### config.mk
export PLATFORM = sky130hd
export DESIGN_NAME = pwm_mm
export DESIGN_NICKNAME = d
export VERILOG_FILES = /design/src/rtl/pwm_pkg.sv /design/src/rtl/pwm_regfile.sv /design/src/rtl/pwm_counter.sv /design/src/rtl/pwm_shaper.sv /design/src/rtl/pwm_mm.sv
export SDC_FILE = /design/constraint.sdc
export NUM_CORES = 1
export LEC_CHECK = 0
export CAP_MARGIN = 25
export CORE_ASPECT_RATIO = 0.8
export CORE_MARGIN = 3
export CORE_UTILIZATION = 55
export DETAILED_ROUTE_END_ITERATION = 12
export GPL_ROUTABILITY_DRIVEN = 0
export MAX_ROUTING_LAYER = met4
export PLACE_DENSITY = 0.78
export RECOVER_POWER = 50
export SETUP_SLACK_MARGIN = 0.02
export SLEW_MARGIN = 20
export SYNTH_ARGS = -nofsm -noshare
export SYNTH_HDL_FRONTEND = slang
export SYNTH_SLANG_ARGS = --single-unit
### constraint.sdc
create_clock -name clk -period 5.2 [get_ports clk]
set_input_delay 1.04 -clock clk [delete_from_list [all_inputs] [get_ports clk]]
set_output_delay 1.04 -clock clk [all_outputs]
set_load 0.01 [all_outputs]
### src/rtl/pwm_pkg.sv
package pwm_pkg;
  // Word offsets of the software-visible registers
  localparam int unsigned SEL_ENABLE    = 0;
  localparam int unsigned SEL_PERIOD    = 1;
  localparam int unsigned SEL_THRESHOLD = 2;

  typedef enum logic [1:0] {
    ACC_NONE,
    ACC_ENABLE,
    ACC_PERIOD,
    ACC_THRESHOLD
  } acc_kind_e;
endpackage

### src/rtl/pwm_regfile.sv
module pwm_regfile
  import pwm_pkg::*;
#(
  parameter int unsigned DW           = 32,
  parameter int unsigned AW           = 2,
  parameter logic [DW-1:0] RST_PERIOD  = '0,
  parameter logic [DW-1:0] RST_COMPARE = '0,
  parameter bit          RST_ENABLE   = 1'b0
) (
  input  logic          clk,
  input  logic          rst_n,
  input  logic [AW-1:0] address,
  input  logic          read,
  input  logic          write,
  input  logic [DW-1:0] writedata,
  input  logic          wrap,
  output logic [DW-1:0] readdata,
  output logic          enable,
  output logic [DW-1:0] period,
  output logic [DW-1:0] thr_active,
  output logic          period_wr
);
  acc_kind_e      kind;
  logic [DW-1:0]  thr_hold;

  always_comb begin
    kind = ACC_NONE;
    if (address == AW'(SEL_ENABLE))         kind = ACC_ENABLE;
    else if (address == AW'(SEL_PERIOD))    kind = ACC_PERIOD;
    else if (address == AW'(SEL_THRESHOLD)) kind = ACC_THRESHOLD;
  end

  assign period_wr = write && (kind == ACC_PERIOD);

  always_ff @(posedge clk) begin
    if (!rst_n) begin
      enable     <= RST_ENABLE;
      period     <= RST_PERIOD;
      thr_hold   <= RST_COMPARE;
      thr_active <= RST_COMPARE;
    end else begin
      if (write && kind == ACC_ENABLE)    enable   <= writedata[0];
      if (period_wr)                      period   <= writedata;
      if (write && kind == ACC_THRESHOLD) thr_hold <= writedata;
      if (wrap)                           thr_active <= thr_hold;
    end
  end

  always_comb begin
    readdata = '0;
    if (read) begin
      case (kind)
        ACC_ENABLE:    readdata = {{(DW-1){1'b0}}, enable};
        ACC_PERIOD:    readdata = period;
        ACC_THRESHOLD: readdata = thr_hold;
        default:       readdata = '0;
      endcase
    end
  end

  // The active threshold changes only at a period boundary
  assert_thr_hold_R6: assert property (@(posedge clk) disable iff (!rst_n)
    !wrap |=> $stable(thr_active));
endmodule

### src/rtl/pwm_counter.sv
module pwm_counter #(
  parameter int unsigned DW = 32
) (
  input  logic          clk,
  input  logic          rst_n,
  input  logic [DW-1:0] period,
  input  logic          clear,
  output logic [DW-1:0] count,
  output logic          wrap
);
  assign wrap = (count == period);

  always_ff @(posedge clk) begin
    if (!rst_n)          count <= '0;
    else if (clear)      count <= '0;
    else if (wrap)       count <= '0;
    else                 count <= count + 1'b1;
  end

  assert_cnt_range_R2: assert property (@(posedge clk) disable iff (!rst_n)
    count <= period);
  assert_period_clear_R5: assert property (@(posedge clk) disable iff (!rst_n)
    clear |=> (count == '0));
endmodule

### src/rtl/pwm_shaper.sv
module pwm_shaper #(
  parameter int unsigned DW = 32
) (
  input  logic          clk,
  input  logic          rst_n,
  input  logic          enable,
  input  logic [DW-1:0] count,
  input  logic [DW-1:0] thr_active,
  input  logic [DW-1:0] period,
  output logic          pwm_q
);
  logic level;

  assign level = enable && (count <= thr_active);

  always_ff @(posedge clk) begin
    if (!rst_n) pwm_q <= 1'b0;
    else        pwm_q <= level;
  end

  assert_off_low_R4: assert property (@(posedge clk) disable iff (!rst_n)
    !enable |=> !pwm_q);
  assert_full_high_R7: assert property (@(posedge clk) disable iff (!rst_n)
    (enable && thr_active >= period) |=> pwm_q);
endmodule

### src/rtl/pwm_mm.sv
module pwm_mm #(
  parameter int unsigned DW           = 32,
  parameter int unsigned AW           = 2,
  parameter logic [DW-1:0] RST_PERIOD  = '0,
  parameter logic [DW-1:0] RST_COMPARE = '0,
  parameter bit          RST_ENABLE   = 1'b0
) (
  input  logic          clk,
  input  logic          rst_n,
  input  logic [AW-1:0] address,
  input  logic          read,
  input  logic          write,
  input  logic [DW-1:0] writedata,
  output logic [DW-1:0] readdata,
  output logic          pwm_out
);
  logic          enable;
  logic [DW-1:0] period;
  logic [DW-1:0] thr_active;
  logic          period_wr;
  logic [DW-1:0] count;
  logic          wrap;

  pwm_regfile #(
    .DW(DW), .AW(AW),
    .RST_PERIOD(RST_PERIOD), .RST_COMPARE(RST_COMPARE), .RST_ENABLE(RST_ENABLE)
  ) u_regs (
    .clk(clk), .rst_n(rst_n), .address(address), .read(read), .write(write),
    .writedata(writedata), .wrap(wrap), .readdata(readdata), .enable(enable),
    .period(period), .thr_active(thr_active), .period_wr(period_wr)
  );

  pwm_counter #(.DW(DW)) u_cnt (
    .clk(clk), .rst_n(rst_n), .period(period), .clear(period_wr),
    .count(count), .wrap(wrap)
  );

  pwm_shaper #(.DW(DW)) u_out (
    .clk(clk), .rst_n(rst_n), .enable(enable), .count(count),
    .thr_active(thr_active), .period(period), .pwm_q(pwm_out)
  );

  // Output is low throughout reset
  assert_reset_low_R1: assert property (@(posedge clk)
    !rst_n |=> !pwm_out);
endmodule

==> tab_implementation.tex, run 1 <==
\begin{tabular}{lr}
\hline
Metric & Value \\
\hline
\multicolumn{2}{l}{\textbf{Run status}} \\
\quad Run status & finished, violations left \\
\quad Violated checks & capacitance limit, slew limit \\
\multicolumn{2}{l}{\textbf{Power and ir drop}} \\
\quad VDD IR-drop max & 0.277 mV \\
\quad Portion of total power attributed to sequential cells & 0.434 \\
\quad Pint & 1760 µW \\
\quad Power spent charging and discharging nets & 653 µW \\
\quad Power per cell area & 300 nW/µm² \\
\quad Clock power share & 0.467 \\
\quad Leakage power of the design & 0.00302 µW \\
\quad Share of power burned in combinational logic & 0.098 \\
\quad Sw frac & 0.271 \\
\multicolumn{2}{l}{\textbf{Placement}} \\
\quad Pre-CTS worst setup slack & 1.18 ns \\
\quad Post-Place Cell Area & 7490 µm² \\
\quad Inst Count DP & 992 \\
\quad Final HPWL from detailed placement & 12.7 mm \\
\quad Number of buffers inserted by port buffering & 70 \\
\multicolumn{2}{l}{\textbf{Clock tree}} \\
\quad Clock buffers created by TritonCTS & 17 \\
\quad Insertion delay of the later-clocked pin in the worst-skew pair & 0.43 ns \\
\quad Hold Buf Count CTS & 0 \\
\quad Deepest clock path buffer count & 2 \\
\quad Post-CTS resize count & 0 \\
\quad CTS tree & done \\
\quad Root buf cell & clkbuf\_16 \\
\quad Maximum level of the CTS H-tree & 4 \\
\quad Clock slew at reported path FFs & 0.06 ns \\
\quad Clock sink total & 130 \\
\quad Number of buffers inserted by post-CTS setup repair & 0 \\
\multicolumn{2}{l}{\textbf{Logic synthesis}} \\
\quad Synthesized cell area & 6750 µm² \\
\quad Post-synthesis cell type with the largest combined area & dfxtp\_1 \\
\quad Number of enable flip-flop cells after synthesis & 0 \\
\quad Largest cells by area after synthesis & dfxtp\_1 39\%, nand2\_1 12\%, xor2\_1 7.4\% \\
\quad FFs w/ async S/R, synth & 0 \\
\quad Ys flop type & dfxtp\_1 \\
\quad Top-area cell type share of the netlist area & 0.386 \\
\quad Post-synth cell types & 38 \\
\quad Sequential element share of the synthesized area & 0.386 \\
\quad Syn nets & 887 \\
\quad Number of register bits inferred by synthesis & 130 \\
\quad Mapped Cells & 816 \\
\quad Synth warnings & 0 \\
\quad Mean Syn Cell Area & 8.27 µm² \\
\multicolumn{2}{l}{\textbf{Layout}} \\
\quad Non-filler instance count after layout & 1024 \\
\quad Total Nets Final & 934 \\
\quad Number of filler instances in the final layout & 934 \\
\quad Seq. cell area & 2600 µm² \\
\quad Area used by multi-input combinational logic & 3790 µm² \\
\quad Area Overhead vs Synth & 19.0\% \\
\quad Number of diodes & 0 \\
\quad Fraction of layout cells with a size suffix above 1 & 0.0514 \\
\quad Final Instance Area & 8030 µm² \\
\multicolumn{2}{l}{\textbf{Global routing}} \\
\quad Largest net degree at the start of global routing & 119 \\
\quad Aggregate global-route resource usage & 0.276 \\
\quad Grt total ovfl & 0 \\
\quad Number of global-route vias before repair & 5558 \\
\quad First-pass GRT wire length & 28.7 mm \\
\quad Number of antenna violations at the first check in global routing & 0 \\
\multicolumn{2}{l}{\textbf{Floorplanning}} \\
\quad Floorplan die area & 13600 µm² \\
\quad Effective utilization at floorplan & 0.575 \\
\quad \# IOs & 71 \\
\quad Overall die width & 130 µm \\
\quad Placeable core area & 11700 µm² \\
\quad Std-Cell Rows & 35 \\
\quad Chip height & 105 µm \\
\multicolumn{2}{l}{\textbf{Drt}} \\
\quad Number of DRC violations after detailed routing & 0 \\
\quad Routed wirelength normalized by instance count & 17.6 µm \\
\quad Remaining antenna violation count after routing & 0 \\
\quad Initial DRC Count & 608 \\
\quad Final Routed Wirelength & 18.0 mm \\
\quad Vias per inst & 5.74 \\
\quad Overall via count from detail\_route & 5877 \\
\quad Length of the first detailed-routing pass in iterations & 6 \\
\multicolumn{2}{l}{\textbf{Timing}} \\
\quad Share of the clock period used by the worst path after layout & 0.841 \\
\quad Worst clock skew & 0.0107 ns \\
\quad Hold Violations, Final & 0 \\
\quad Worst setup margin & 0.826 ns \\
\quad Setup repair after global routing missed its margin & no \\
\quad Period minus WS final & 4.37 ns \\
\quad Total negative slack & 0 ns \\
\quad Slew at the pin closest to its max-slew limit & 2.00 ns \\
\quad Final-report setup violation count & 0 \\
\quad Max Clk Rate & 229 MHz \\
\quad Final Hold Slack & 0.459 ns \\
\quad Max Transition Viols Final & 153 \\
\quad Worst slew margin relative to its limit & -0.331 \\
\multicolumn{2}{l}{\textbf{Hold path}} \\
\quad Worst hold-check path type & flip-flop to flip-flop \\
\quad Startpoint of the tightest hold check path & u\_regs.thr\_active[9] \\
\multicolumn{2}{l}{\textbf{Worst setup path}} \\
\quad Signal arrival time at the worst endpoint & 4.73 ns \\
\quad Crit start category & primary input \\
\quad Cell-by-cell listing of the critical path & dlygate4sd3\_1 -> nor2b\_1 -> clkbuf\_2 -> nand2\_1 -> clkbuf\_1 -> o211ai\_1 -> buf\_4 -> nor2\_1 \\
\quad Startpoint of the most critical register-to-register path & u\_cnt.count[2] \\
\quad Data required time at the worst endpoint & 5.56 ns \\
\quad CP Capture Type & flip-flop \\
\quad Highest net fanout along the worst path & 34 \\
\quad Critical path class & primary input to flip-flop \\
\quad Stage delay of the slowest cell on the critical path & 1.27 ns \\
\quad Launching element of the worst setup path & address[1] \\
\quad Highest-delay cell along the critical path & clkbuf\_1 \\
\multicolumn{2}{l}{\textbf{Run}} \\
\quad Maximum Capacitance Violations & 2 \\
\hline
\end{tabular}
registers in the layout (all words and copies together) (netlist names):
register,cells
u_regs.enable,1
u_regs.period,32
u_out.pwm_q,1
u_regs.thr_active,32
u_cnt.count,32
u_regs.thr_hold,32
worst max-delay path: cells and delay by family:
| family | cells | cell delay (ns) |
|---|---|---|
| buffers and inverters | 4 | 2.73 |
| AOI/OAI and AO/OA | 1 | 0.57 |
| and+or+nand+nor | 3 | 0.40 |
cell type report:
| type | count | area share |
|---|---|---|
| Clock buffer | 18 | 0.0547 |
| Multi-Input combinational cell | 602 | 0.472 |
| Sequential cell | 130 | 0.324 |
| Inverter | 34 | 0.0159 |
| Clock inverter | 14 | 0.0148 |
| Tap cell | 148 | 0.0231 |
| Timing Repair Buffer | 78 | 0.0954 |
placed cells by master (no fill, tap or decap), drive strengths merged:
master	instances
a21o	3
clkinv	4
o21ai	3
nor4	12
nor2b	34
dfxtp	130
a21oi	13
mux2i	33
xor2	57
clkinvlp	3
clkdlybuf4s50	67
xnor2	5
nor3	2
a221o	1
o211ai	2
a22o	1
a211oi	1
and3	2
clkbuf	22
dlygate4sd3	2
nor2	39
a22oi	31
a21boi	65
nand3	20
ha	33
nand4	21
or4	1
and4	4
and2	5
a211o	1
a2111oi	1
buf	5
inv	41
nand2	211
o31ai	1
cell families (layout without fill, tap and decap cells):
group | Yosys count | in the layout | share of synthesized area
AO/OA/AOI/OAI | 123 | 123 | 0.133
XOR/XNOR | 62 | 62 | 0.0805
adder cells (fa/ha/maj) | 33 | 33 | 0.0612
buffers and inverters | 84 | 144 | 0.0521
flip-flops | 130 | 130 | 0.386
multiplexers | 33 | 33 | 0.0490
AND/OR/NAND/NOR | 351 | 351 | 0.239
stage by stage:
stage           util  total power [µW]
2_1_floorplan      -              1220
3_3_place_gp   0.636              1290
3_5_place_dp   0.639              1300
4_1_cts        0.686              2420
5_1_grt        0.684              2480
6_report       0.684              2410
cells in the mapped netlist (all sizes together), types with 12 or more instances:
library cell    n
xor2           57
a21boi         65
nor2b          34
inv            34
dfxtp         130
nor4           12
a21oi          13
nand2         211
nand4          21
mux2i          33
clkbuf         36
ha             33
buf            14
a22oi          31
nand3          20
nor2           39
layer usage:
metal  vias up  share of wire  global-route usage  wire (µm)
met5         -              0                   -          0
met4         0          0.023               0.108        414
met3        42          0.075              0.0460       1360
met2       234           0.43               0.379       7710
met1      2772           0.47               0.403       8530
li1       2829              -                   -          -
power groups by stage:
stage	Clock, µW	Sequential, µW	Combinational [µW]
2_1_floorplan	0	1060	158
3_3_place_gp	0	1070	221
3_5_place_dp	0	1070	234
4_1_cts	1130	1050	236
5_1_grt	1180	1050	257
6_report	1130	1050	237
final timing paths:
kind | cells after the start | slack [ns] | endpoint
max | 8 | 0.83 | u_cnt.count[14]
min | 2 | 0.46 | u_regs.thr_active[9]
max reg2reg | 6 | 2.73 | u_regs.thr_active[21]
min reg2reg | 2 | 0.46 | u_regs.thr_active[9]
Power figures use the tool's default switching activity.
==> run 2: changes to the inputs <==
--- a/config.mk
+++ b/config.mk
@@ -8,11 +8,11 @@
 export CAP_MARGIN = 25
 export CORE_ASPECT_RATIO = 0.8
 export CORE_MARGIN = 3
-export CORE_UTILIZATION = 55
+export CORE_UTILIZATION = 52
 export DETAILED_ROUTE_END_ITERATION = 12
 export GPL_ROUTABILITY_DRIVEN = 0
 export MAX_ROUTING_LAYER = met4
-export PLACE_DENSITY = 0.78
+export PLACE_DENSITY = 0.77
 export RECOVER_POWER = 50
 export SETUP_SLACK_MARGIN = 0.02
 export SLEW_MARGIN = 20
==> constraint.sdc (replaced) <==
create_clock -name clk -period 3.9 [get_ports clk]
set_input_delay 0.78 -clock clk [delete_from_list [all_inputs] [get_ports clk]]
set_output_delay 0.78 -clock clk [all_outputs]
set_load 0.01 [all_outputs]
==> run 2 against run 1 <==
The flow still finishes with violations (capacitance limit, slew limit); global-route usage is 1.2 points lower; clock power up 57%; design area up 2.1%; via count is 0.20% higher; register-to-register slack got worse by 1.8 ns; largest cell class unchanged; critical path type is now primary input to primary output; largest power group unchanged; clock skew is 0.0021 ns lower; first-iteration DRC count increased by 16%.
==> tab_implementation.tex, run 2 (synthesis results as in run 1) <==
\begin{tabular}{lr}
\hline
Metric & Value \\
\hline
\multicolumn{2}{l}{\textbf{Run status}} \\
\quad Run status & finished, violations left (unchanged) \\
\quad Violated checks & capacitance limit, slew limit (unchanged) \\
\multicolumn{2}{l}{\textbf{Power and ir drop}} \\
\quad Portion of total power attributed to sequential cells & 0.401 (was 0.434) \\
\quad VDD IR-drop max & 0.377 mV (was 0.277 mV) \\
\quad Clock power share & 0.509 (was 0.467) \\
\quad Power per cell area & 425 nW/µm² (was 300 nW/µm²) \\
\quad Share of power burned in combinational logic & 0.091 (was 0.098) \\
\quad Leakage power of the design & 0.00309 µW (was 0.00302 µW) \\
\quad Power spent charging and discharging nets & 817 µW (was 653 µW) \\
\quad Pint & 2670 µW (was 1760 µW) \\
\quad Sw frac & 0.234 (was 0.271) \\
\multicolumn{2}{l}{\textbf{Timing}} \\
\quad Hold Violations, Final & 0 (unchanged) \\
\quad Final-report setup violation count & 0 (unchanged) \\
\quad Setup repair after global routing missed its margin & no (unchanged) \\
\quad Max Clk Rate & 287 MHz \\
\quad Worst clock skew & 0.00857 ns (was 0.0107 ns) \\
\quad Period minus WS final & 3.48 ns \\
\quad Share of the clock period used by the worst path after layout & 0.893 \\
\quad Worst slew margin relative to its limit & -0.563 (was -0.331) \\
\quad Max Transition Viols Final & 63 (was 153) \\
\quad Total negative slack & 0 ns (unchanged) \\
\quad Slew at the pin closest to its max-slew limit & 2.34 ns (was 2.00 ns) \\
\multicolumn{2}{l}{\textbf{Worst setup path}} \\
\quad Cell-by-cell listing of the critical path & clkdlybuf4s50\_1 -> nor2b\_2 -> buf\_4 -> a22oi\_1 -> nor2b\_1 -> clkdlybuf4s50\_1 (was dlygate4sd3\_1 -> nor2b\_1 -> clkbuf\_2 -> nand2\_1 -> clkbuf\_1 -> o211ai\_1 -> buf\_4 -> nor2\_1) \\
\quad Data required time at the worst endpoint & 3.12 ns (was 5.56 ns) \\
\quad R2R setup slack & 0.90 ns (was 2.73 ns) \\
\quad Signal arrival time at the worst endpoint & 2.70 ns (was 4.73 ns) \\
\quad Stage delay of the slowest cell on the critical path & 0.56 ns (was 1.27 ns) \\
\quad Worst Path Buf+Inv & 3 (was 4) \\
\quad Startpoint of the most critical register-to-register path & u\_cnt.count[7] (was u\_cnt.count[2]) \\
\quad Endpoint of the lowest-slack register-to-register path & u\_cnt.count[10] (was u\_regs.thr\_active[21]) \\
\quad Crit start category & primary input (unchanged) \\
\quad Cell with the most instances on the worst path & clkdlybuf4s50\_1 \\
\quad Cell family contributing the most delay on the critical path & buffers and inverters (unchanged) \\
\quad Critical path class & primary input to primary output (was primary input to flip-flop) \\
\quad Highest-delay cell along the critical path & clkdlybuf4s50\_1 (was clkbuf\_1) \\
\quad CP Capture Type & primary output (was flip-flop) \\
\quad Highest net fanout along the worst path & 34 (unchanged) \\
\quad Depth of the most critical reg-to-reg path & 6 (unchanged) \\
\multicolumn{2}{l}{\textbf{Global routing}} \\
\quad First-pass GRT wire length & 29.6 mm (was 28.7 mm) \\
\quad Aggregate global-route resource usage & 0.265 (was 0.276) \\
\quad Number of global-route vias before repair & 5791 (was 5558) \\
\quad Number of antenna violations at the first check in global routing & 0 (unchanged) \\
\quad Largest net degree at the start of global routing & 130 (was 119) \\
\quad Grt total ovfl & 0 (unchanged) \\
\multicolumn{2}{l}{\textbf{Hold path}} \\
\quad Terminating pin of the worst hold path & u\_regs.thr\_active[11] (was u\_regs.thr\_active[9]) \\
\quad Worst hold-check path type & flip-flop to flip-flop (unchanged) \\
\quad Startpoint of the tightest hold check path & u\_regs.thr\_active[11] (was u\_regs.thr\_active[9]) \\
\quad Hold Path Stages & 2 (unchanged) \\
\multicolumn{2}{l}{\textbf{Floorplanning}} \\
\quad Overall die width & 133 µm (was 130 µm) \\
\quad Placeable core area & 12400 µm² (was 11700 µm²) \\
\quad Chip height & 108 µm (was 105 µm) \\
\quad Std-Cell Rows & 36 (was 35) \\
\quad Effective utilization at floorplan & 0.543 (was 0.575) \\
\quad Floorplan die area & 14400 µm² (was 13600 µm²) \\
\quad \# IOs & 71 (unchanged) \\
\multicolumn{2}{l}{\textbf{Clock tree}} \\
\quad Number of buffers inserted by post-CTS setup repair & 0 (unchanged) \\
\quad Maximum level of the CTS H-tree & 4 (unchanged) \\
\quad Post-CTS resize count & 0 (unchanged) \\
\quad Clock slew at reported path FFs & 0.05 ns (was 0.06 ns) \\
\quad CTS tree & done (unchanged) \\
\quad Clock buffers created by TritonCTS & 17 (unchanged) \\
\quad Hold Buf Count CTS & 0 (unchanged) \\
\quad Deepest clock path buffer count & 2 (unchanged) \\
\quad Root buf cell & clkbuf\_16 (unchanged) \\
\quad Clock sink total & 130 (unchanged) \\
\quad Insertion delay of the later-clocked pin in the worst-skew pair & 0.41 ns (was 0.43 ns) \\
\multicolumn{2}{l}{\textbf{Drt}} \\
\quad Remaining antenna violation count after routing & 0 (unchanged) \\
\quad Initial DRC Count & 708 (was 608) \\
\quad Final Routed Wirelength & 18.1 mm (was 18.0 mm) \\
\quad Number of DRC violations after detailed routing & 0 (unchanged) \\
\quad Vias per inst & 5.60 (was 5.74) \\
\quad Length of the first detailed-routing pass in iterations & 7 (was 6) \\
\quad Overall via count from detail\_route & 5889 (was 5877) \\
\quad Routed wirelength normalized by instance count & 17.2 µm (was 17.6 µm) \\
\multicolumn{2}{l}{\textbf{Layout}} \\
\quad Fraction of layout cells with a size suffix above 1 & 0.0568 (was 0.0514) \\
\quad Final Instance Area & 8200 µm² (was 8030 µm²) \\
\quad Commonest non-fill, non-tap cell in the layout & nand2\_1 (unchanged) \\
\quad Number of diodes & 0 (unchanged) \\
\quad Highest-count cells in the layout ignoring fill and taps & 211 x nand2\_1, 130 x dfxtp\_1, 68 x clkdlybuf4s50\_1 (was 211 x nand2\_1, 130 x dfxtp\_1, 67 x clkdlybuf4s50\_1) \\
\quad Total Nets Final & 939 (was 934) \\
\quad Area Overhead vs Synth & 21.5\% (was 19.0\%) \\
\multicolumn{2}{l}{\textbf{Placement}} \\
\quad Final HPWL from detailed placement & 12.8 mm (was 12.7 mm) \\
\quad Number of buffers inserted by port buffering & 70 (unchanged) \\
\quad Post-Place Cell Area & 7530 µm² (was 7490 µm²) \\
\multicolumn{2}{l}{\textbf{Run}} \\
\quad Maximum Capacitance Violations & 1 (was 2) \\
\hline
\end{tabular}
run 2: through the flow:
step	utilization	cells	worst slack [ns]	power (µW)	hold slack, ns
after floorplan	-	816	1.48	1620	0.435
after global placement	0.606	1019	0.466	1720	0.446
after detailed placement	0.606	1019	0.451	1730	0.453
after CTS	0.659	1050	0.435	3490	0.460
after global routing	0.659	1051	0.277	3580	0.484
final	0.659	1051	0.419	3480	0.460
run 2: tightest hold or removal path: cells and delay by family (launching register included):
family           cells  cell delay (ns)
DFF                  1             0.31
and+or+nand+nor      1             0.05
muxes                1             0.05
run 2: power groups by stage:
stage               clock network [µW]  logic [µW]  registers [µW]
global placement                     0         300            1420
floorplan                            0         211            1410
CTS                               1780         313            1390
global route                      1840         343            1400
finish                            1770         316            1400
detailed placement                   0         310            1420
run 2: layer usage:
layer / track usage / share of wire / up-vias
met2: 0.406 / 0.45 / 215
met1: 0.359 / 0.47 / 2822
li1: - / - / 2827
met3: 0.0589 / 0.071 / 25
met4: 0.0661 / 0.012 / 0
met5: - / 0 / -
run 2: area by class of cell:
class | count | area (µm²)
tap | 171 | 214
clock buffer | 19 | 453
sequential | 130 | 2600
inverter | 34 | 128
multi-input combinational | 602 | 3790
timing repair buffer | 83 | 801
clock inverter | 12 | 205
fill | 998 | 4240
run 2: how the worst max path moves through the flow:
stage | slack (ns) | end | startpoint | depth (start not counted)
after detailed placement | 0.45 | readdata[2] | address[0] | 6
after CTS | 0.43 | readdata[31] | address[0] | 6
after global routing | 0.28 | readdata[29] | address[0] | 6
after floorplan | 1.48 | readdata[10] | address[1] | 5
final | 0.42 | readdata[2] | address[0] | 6
after global placement | 0.47 | readdata[2] | address[0] | 6
==> run 3: changes to the inputs <==
--- a/config.mk
+++ b/config.mk
@@ -9,6 +9,7 @@
 export CORE_ASPECT_RATIO = 0.8
 export CORE_MARGIN = 3
 export CORE_UTILIZATION = 52
+export CTS_BUF_LIST = sky130_fd_sc_hd__clkbuf_4 sky130_fd_sc_hd__clkbuf_8 sky130_fd_sc_hd__clkbuf_16
 export DETAILED_ROUTE_END_ITERATION = 12
 export GPL_ROUTABILITY_DRIVEN = 0
 export MAX_ROUTING_LAYER = met4
==> results of run 3 <==
Same layout as run 2: the final DEF is identical, and so are final timing and power.
